`config.mk`:
```
export PLATFORM = sky130hd
export DESIGN_NAME = ifq_prefetch
export DESIGN_NICKNAME = d
export VERILOG_FILES = /design/src/rtl/ifq_prefetch.sv
export SDC_FILE = /design/constraint.sdc
export NUM_CORES = 1
export LEC_CHECK = 0
export BUFFER_PORTS_ARGS = -buffer_cell sky130_fd_sc_hd__buf_2
export CORE_MARGIN = 3
export CORE_UTILIZATION = 32
export CTS_CLUSTER_DIAMETER = 30
export DETAILED_ROUTE_END_ITERATION = 16
export SLEW_MARGIN = 40
export SYNTH_ARGS = -nofsm -noshare
export SYNTH_HDL_FRONTEND = slang
export SYNTH_SLANG_ARGS = --single-unit
```
`constraint.sdc`:
```
create_clock -name clk -period 4.1 [get_ports clk]
set_clock_uncertainty 0.1 [all_clocks]
set_input_delay 0.615 -clock clk [delete_from_list [all_inputs] [get_ports clk]]
set_output_delay 0.615 -clock clk [all_outputs]
set_load 0.02 [all_outputs]
```
`src/rtl/ifq_prefetch.sv`:
```
`timescale 1ns/1ps
module ifq_prefetch #(
  parameter int AW    = 32,
  parameter int DEPTH = 16
) (
  input  logic          clk,
  input  logic          rst_n,
  input  logic          redirect,
  input  logic [AW-1:0] redirect_addr,
  output logic          mem_req,
  output logic [AW-1:0] mem_addr,
  input  logic          mem_gnt,
  input  logic          mem_rvalid,
  input  logic [31:0]   mem_rdata,
  output logic [31:0]   dec_bytes,
  output logic [2:0]    dec_count,
  input  logic [2:0]    dec_take
);
  localparam int PW   = $clog2(DEPTH);
  localparam int CW   = $clog2(DEPTH + 1);
  localparam int MAXO = DEPTH / 4;
  localparam int OW   = $clog2(MAXO + 1);
  localparam int NW   = CW + OW + 3;

  logic [7:0]    ring [DEPTH];
  logic [PW-1:0] rd_ptr, wr_ptr;
  logic [CW-1:0] cnt;
  logic [OW-1:0] pend, stale;
  logic [1:0]    skip;
  logic          run;
  logic [AW-1:0] faddr;

  logic [OW-1:0] live;
  logic [NW-1:0] need;
  logic          accept, keep_rsp;
  logic [2:0]    wr_n, take_n;
  logic [31:0]   shifted;

  assign live     = pend - stale;
  assign need     = NW'(cnt) + (NW'(live) << 2) + NW'(4);
  assign mem_req  = run & ~redirect & (pend < OW'(MAXO)) & (need <= NW'(DEPTH));
  assign mem_addr = faddr;
  assign accept   = mem_req & mem_gnt;
  assign keep_rsp = mem_rvalid & (stale == '0) & ~redirect;
  assign wr_n     = keep_rsp ? 3'd4 - {1'b0, skip} : 3'd0;
  assign take_n   = redirect ? 3'd0 : dec_take;
  assign shifted  = mem_rdata >> {skip, 3'b000};
  assign dec_count = (cnt >= CW'(4)) ? 3'd4 : cnt[2:0];

  for (genvar i = 0; i < 4; i++) begin : g_view
    assign dec_bytes[8*i +: 8] = ring[rd_ptr + PW'(i)];
  end

  always_ff @(posedge clk or negedge rst_n) begin
    if (!rst_n) begin
      rd_ptr <= '0;
      wr_ptr <= '0;
      cnt    <= '0;
      pend   <= '0;
      stale  <= '0;
      skip   <= '0;
      run    <= 1'b0;
      faddr  <= '0;
    end else begin
      pend <= pend + OW'(accept) - OW'(mem_rvalid);
      if (redirect) begin
        run    <= 1'b1;
        faddr  <= {redirect_addr[AW-1:2], 2'b00};
        skip   <= redirect_addr[1:0];
        rd_ptr <= '0;
        wr_ptr <= '0;
        cnt    <= '0;
        stale  <= pend - OW'(mem_rvalid);
      end else begin
        if (accept) faddr <= faddr + AW'(4);
        if (mem_rvalid && stale != '0) stale <= stale - OW'(1);
        if (keep_rsp) skip <= 2'b00;
        rd_ptr <= rd_ptr + PW'(take_n);
        wr_ptr <= wr_ptr + PW'(wr_n);
        cnt    <= cnt + CW'(wr_n) - CW'(take_n);
      end
    end
  end

  always_ff @(posedge clk) begin
    for (int k = 0; k < 4; k++)
      if (keep_rsp && 3'(k) < wr_n)
        ring[wr_ptr + PW'(k)] <= shifted[8*k +: 8];
  end

  a_r6_take_within_count: assert property (@(posedge clk) disable iff (!rst_n)
    !redirect |-> dec_take <= dec_count);
  a_r3_no_overfill: assert property (@(posedge clk) disable iff (!rst_n)
    cnt <= CW'(DEPTH));
  a_r3_rsp_was_requested: assert property (@(posedge clk) disable iff (!rst_n)
    mem_rvalid |-> pend != '0);
  a_r2_aligned: assert property (@(posedge clk) disable iff (!rst_n)
    mem_req |-> mem_addr[1:0] == 2'b00);
  a_r2_step: assert property (@(posedge clk) disable iff (!rst_n)
    accept |=> mem_addr == $past(mem_addr) + AW'(4));
  a_r7_empty_after_flush: assert property (@(posedge clk) disable iff (!rst_n)
    redirect |=> dec_count == 3'd0);
  a_r1_idle_until_load: assert property (@(posedge clk) disable iff (!rst_n)
    !run |-> !mem_req);
  a_r7_stale_bounded: assert property (@(posedge clk) disable iff (!rst_n)
    stale <= pend);
endmodule

```
==> impl_metrics.tcl, run 1 <==
set metrics [dict create \
    status "completed" \
    slew_violations 0 \
    p_leak_uw 0.00696 \
    seq_area_frac_synth_pct 31.9 \
    placedInstanceArea_um2 17600 \
    dp_hpwl_mm 47.9 \
    cts_buffer_depth 2 \
    max_freq_mhz 257 \
    period_minus_slack_ns 3.89 \
    syn_avg_cell_area_um2 10.6 \
    nets 1731 \
    die_x_um 230 \
    drtAntennaViolNets 0 \
    syn_area_um2 16100 \
    core_um2 49400 \
    ys_warn_count 0 \
    combPwrFrac_pct 49.0 \
    remaining_drc_errors 0 \
    wl_per_cell_um 27.0 \
    power_frac_clock_pct 21.9 \
    cp-start-kind "flip-flop" \
    final_area_um2 18400 \
    synth_top_flop_cell "edfxtp_1" \
    antenna_found_initial 2 \
    crit_slowest_cell "fa_1" \
    critPathMaxFanout 2 \
    grtUsageTotal_pct 23.0 \
    relSlewSlack_pct 40.9 \
    final_common_cell "mux2i_1" \
    area_growth_syn_to_layout_pct 13.9 \
    async_flop_share_pct 28.9 \
    grt_pass1_vias 13600 \
    path_class "flip-flop to primary output" \
    grt_overflow 0 \
    fin_setup_tns_ns 0 \
    power_uw 8110 \
    seq_area_um2 5150 \
    routabilityCongestion 1.04 \
    ys_ff_latch 180 \
    utilization_pct 37.2 \
    tightestPinTransition_ns 0.862 \
    cp.required_ns 3.38 \
    cts_sinks 180 \
    rows 81 \
    place_ws_ns 0.270 \
    hold_violations 0 \
    slowest_delay_ns 0.44 \
    h-tree-depth 4 \
    port-buffer-count 137 \
    drt_wl_total_mm 62.0 \
    ys_types 84 \
    multi_input_area_um2 10300 \
    pin_count 140 \
    rsz0062_at_grt "false" \
    seq_power_share_pct 29.1 \
    grt_max_degree 101 \
    most-common-layout-cells "mux2i_1, nand2_1, buf_2" \
    end_kind "primary output" \
    die-area_um2 53100 \
    hold_path_class "primary input to flip-flop" \
    dr.first_iter.drc_count 1827 \
    cts_tree "built" \
    path_cells "inv_1 -> ha_1 -> inv_1 -> fa_1 -> ha_1 -> ha_1 -> inv_1 -> fa_2 -> nor2b_2 -> a31oi_2 -> buf_4 -> nor2_2 -> buf_4" \
    p_int_uw 4610 \
    cts_root_buffer "clkbuf_16" \
    arrival_ns 3.18 \
    fill_cells 4864 \
    max-cap-violations 0 \
    syn_inst 1516 \
    grt_pass1_wl_mm 90.7 \
    viasPerCell 6.31 \
    die_h_um 230 \
    cts_buffers 17 \
    finalSetupViolCount 0 \
    p_per_area_nw_per_um2 442 \
    clk_pin_slew_worst_paths_ns 0.08 \
    drtPass1Iterations 6 \
    insertion_delay_ns 0.48 \
    ir_worst_vdd_mv 0.439 \
    via_count 14500 \
    p_sw_share_pct 43.2 \
    drive_gt1_share_pct 27.9 \
    fin_ws_ns 0.205 \
    p_switching_uw 3500 \
    start_util_pct 32.6 \
    post-route-period-util_pct 95.0 \
    synth_edf_count 128 \
]
[cell usage after synthesis (10+ instances only)]
library cell / instances / share of area, %
or2_2: 12 / 0.47
a22oi_1: 11 / 0.51
nand2b_1: 10 / 0.39
nor3_1: 12 / 0.37
mux4_2: 112 / 16
nor2_1: 57 / 1.3
mux2i_1: 198 / 12
xor2_1: 11 / 0.60
ha_1: 32 / 2.5
buf_1: 10 / 0.23
buf_2: 33 / 1.0
o221ai_1: 94 / 5.1
nand2_1: 164 / 3.8
nand3_1: 50 / 1.6
inv_1: 45 / 1.0
a21oi_1: 70 / 2.2
clkbuf_1: 71 / 1.7
buf_4: 14 / 0.65
o21ai_0: 79 / 2.5
nand4_1: 15 / 0.58
edfxtp_1: 128 / 24
xnor2_1: 13 / 0.71
mux2_2: 18 / 1.3
nor2b_1: 15 / 0.58
dfrtp_1: 52 / 8.1
[timing repair]
item,CTS,global route
hold endpoints to repair,0,32
pin swaps,1,2
endpoints found under the setup margin,1,1
setup buffers,2,2
gates resized for setup,2,3
hold buffers,0,1
[cell type report]
cell class | instances | area share (%)
sequential | 180 | 28.1
clock inverter | 15 | 1.13
multi-input combinational | 1157 | 55.9
tap | 664 | 4.53
antenna | 1 | 0.0136
inverter | 48 | 0.982
timing repair buffer | 215 | 7.05
clock buffer | 17 | 2.32
[cell families (layout without fill, tap and decap cells)]
kind of cell	count (synthesis)	after routing	synth area share, %
compound gates	339	339	14.8
xor+xnor	26	26	1.58
fa+ha+maj	40	40	3.48
buf+inv	180	295	4.96
flops	180	180	31.9
mux	335	335	29.7
other cells	1	3	0.0233
simple gates	415	415	13.5
[registers in the layout, summed over array words and instances, names as in the netlist]
register  flops
ring        128
mem_addr     30
cnt           5
rd_ptr        4
wr_ptr        4
pend          3
stale         3
skip          2
run           1
[path summary, 6_finish.rpt]
kind,start,end,slack (ns),cells after the start
worst max-delay path,pend[0]$_DFF_PN0_,mem_req,0.21,13
worst min-delay path,redirect_addr[3],mem_addr[3]$_DFFE_PN0P_,0.24,3
worst max register to register,pend[0]$_DFF_PN0_,pend[2]$_DFF_PN0_,0.33,18
worst min register to register,mem_addr[28]$_DFFE_PN0P_,mem_addr[28]$_DFFE_PN0P_,0.45,1
max in group asynchronous,rst_n,stale[1]$_DFFE_PN0P_,2.71,3
min in group asynchronous,rst_n,mem_addr[17]$_DFFE_PN0P_,0.50,2
[layer usage]
layer	vias to the layer above	wire [um]	global-route usage, %
met5	-	13	0
met1	7282	24800	29.9
met2	887	29000	37.1
li1	6180	-	-
met4	2	2420	8.87
met3	146	5810	5.49
[worst max-delay path: cells and delay by family (launching register included)]
| kind | cells | cell delay, ns |
|---|---|---|
| AO/OA/AOI/OAI | 1 | 0.16 |
| flip-flops | 1 | 0.39 |
| AND/OR/NAND/NOR | 2 | 0.22 |
| buffers and inverters | 5 | 0.51 |
| adder cells (fa/ha/maj) | 5 | 1.44 |
[per-stage QoR]
step / std cells / hold slack [ns]
after floorplan: 1517 / 0.219
after global placement: 2254 / 0.389
after detailed placement: 2255 / 0.418
after CTS: 2289 / 0.108
after global routing: 2296 / 0.224
final: 2297 / 0.240
[power groups by stage]
stage	clock network, uW	logic [uW]	registers (uW)
after floorplan	0	2450	2420
after global placement	0	3680	2380
after detailed placement	0	3760	2390
after CTS	1810	3850	2350
after global routing	1890	4250	2380
final	1780	3970	2360
(Power assumes the default switching activity.)
==> inputs of run 2 (changes only) <==
--- a/config.mk
+++ b/config.mk
@@ -5,11 +5,12 @@
 export SDC_FILE = /design/constraint.sdc
 export NUM_CORES = 1
 export LEC_CHECK = 0
-export BUFFER_PORTS_ARGS = -buffer_cell sky130_fd_sc_hd__buf_2
 export CORE_MARGIN = 3
 export CORE_UTILIZATION = 32
 export CTS_CLUSTER_DIAMETER = 30
 export DETAILED_ROUTE_END_ITERATION = 16
+export DONT_BUFFER_PORTS = 1
+export HOLD_SLACK_MARGIN = 0.02
 export SLEW_MARGIN = 40
 export SYNTH_ARGS = -nofsm -noshare
 export SYNTH_HDL_FRONTEND = slang
==> impl_metrics.tcl, run 2 (same netlist as run 1, synthesis figures left out) <==
set metrics [dict create \
    cp.required_ns 3.38 \
    most-common-layout-cells "mux2i_1, nand2_1, edfxtp_1" \
    power_frac_clock_pct 22.2 \
    cts_sinks 180 \
    cp-start-kind "flip-flop" \
    viasPerCell 6.43 \
    drt_wl_total_mm 61.3 \
    p_leak_uw 0.00641 \
    rsz0062_at_grt "false" \
    port-buffer-count 0 \
    grtUsageTotal_pct 22.7 \
    hold_slack_ns 0.0851 \
    combPwrFrac_pct 46.6 \
    drtAntennaViolNets 0 \
    p_sw_share_pct 43.7 \
    max_freq_mhz 255 \
    p_per_area_nw_per_um2 447 \
    wl_per_cell_um 28.4 \
    grt_pass1_vias 13200 \
    fin_setup_tns_ns 0 \
    place_inst 2120 \
    hold_path_class "primary input to flip-flop" \
    cts_buffer_depth 2 \
    cts_tree "built" \
    relSlewSlack_pct 41.2 \
    fill_cells 4833 \
    status "completed" \
    p_switching_uw 3460 \
    seq_power_share_pct 31.2 \
    die_h_um 230 \
    finalSetupViolCount 0 \
    via_count 13900 \
    p_int_uw 4450 \
    post-route-period-util_pct 95.8 \
    stdcell_count 2159 \
    utilization_pct 35.9 \
    cts_buffers 17 \
    grt_overflow 0 \
    grt_pass1_wl_mm 89.8 \
    rows 81 \
    ir_worst_vdd_mv 0.428 \
    dp_hpwl_mm 46.2 \
    die-area_um2 53100 \
    cts_root_buffer "clkbuf_16" \
    pin_count 140 \
    start_util_pct 32.6 \
    critPathMaxFanout 3 \
    drive_gt1_share_pct 21.2 \
    area_growth_syn_to_layout_pct 9.87 \
    insertion_delay_ns 0.50 \
    path_class "flip-flop to primary output" \
    die_x_um 230 \
    slew_violations 0 \
    nets 1593 \
    drtPass1Iterations 6 \
    remaining_drc_errors 0 \
    dr.first_iter.drc_count 2459 \
    core_um2 49400 \
    antenna_found_initial 0 \
    routabilityCongestion 1.03 \
    h-tree-depth 4 \
    multi_input_area_um2 10300 \
    end_kind "primary output" \
    max-cap-violations 0 \
    hold_violations 0 \
    arrival_ns 3.21 \
    largest_register_ffs 128 \
    top_register "ring" \
    tightestPinTransition_ns 0.883 \
    final_common_cell "mux2i_1" \
    seq_area_um2 5150 \
    grt_max_degree 68 \
    period_minus_slack_ns 3.93 \
    clk_pin_slew_worst_paths_ns 0.10 \
]
run 2: changes by cell type in the layout (fill, tap and decap cells not counted), sizes merged:
cell	before	now
buf	213	76
clkbuf	18	17
clkinvlp	0	1
inv	58	55
clkinv	5	7
run 2: worst paths after layout:
check                                       start             endpoint  slack (ns)  depth (start not counted)
worst max-delay path            pend[0]$_DFF_PN0_              mem_req        0.17                         13
worst min-delay path                     redirect     cnt[0]$_DFF_PN0_        0.09                          1
worst max register to register  pend[0]$_DFF_PN0_    pend[2]$_DFF_PN0_        0.19                         17
worst min register to register  pend[0]$_DFF_PN0_    pend[0]$_DFF_PN0_        0.44                          1
max in group asynchronous                   rst_n  rd_ptr[0]$_DFF_PN0_        3.07                          2
min in group asynchronous                   rst_n     cnt[0]$_DFF_PN0_        0.57                          2
run 2: layout make-up:
type | count | area share [%]
Clock inverter | 15 | 1.10
Inverter | 48 | 1.02
Multi-Input combinational cell | 1157 | 58.1
Timing Repair Buffer | 77 | 3.53
Clock buffer | 17 | 2.40
Tap cell | 664 | 4.69
Antenna cell | 1 | 0.0141
Sequential cell | 180 | 29.1
run 2: routing by layer:
layer  GRT usage (%)  share of wire (%)
met5               0                  0
met1            29.4                 38
met4            9.61                4.8
met2            36.0                 46
met3            6.12                 11
run 2: stage by stage:
step | total power [uW] | area, um^2 | setup WS [ns]
after global routing | 8270 | 17700 | 0.0146
after global placement | 5860 | 16900 | 0.292
after floorplan | 4870 | 16100 | 0.0406
after detailed placement | 5960 | 17000 | 0.179
final | 7910 | 17700 | 0.173
after CTS | 7750 | 17600 | 0.0114
run 2: worst max-delay path: stages (launching register included):
cell and delay (ns):
dfrtp_1 0.39, inv_1 0.08, ha_1 0.15, inv_1 0.05, fa_1 0.37, xor2_1 0.16, xnor2_1 0.14, ha_1 0.31
inv_1 0.07, fa_2 0.39, nor2_2 0.14, a31oi_2 0.15, buf_6 0.16, nor2_4 0.17
run 2: power groups by stage:
stage / combinational (uW) / clock [uW] / sequential (uW)
floorplan: 2450 / 0 / 2420
global placement: 3370 / 0 / 2490
detailed placement: 3460 / 0 / 2500
CTS: 3510 / 1780 / 2460
global route: 3940 / 1840 / 2490
finish: 3690 / 1760 / 2460
run 2: timing repair:
item	CTS	global route
endpoints found under the hold margin	52	0
pin swaps	0	1
setup buffers	0	2
setup endpoints to repair	1	2
gates resized for setup	2	3
hold buffers	2	0
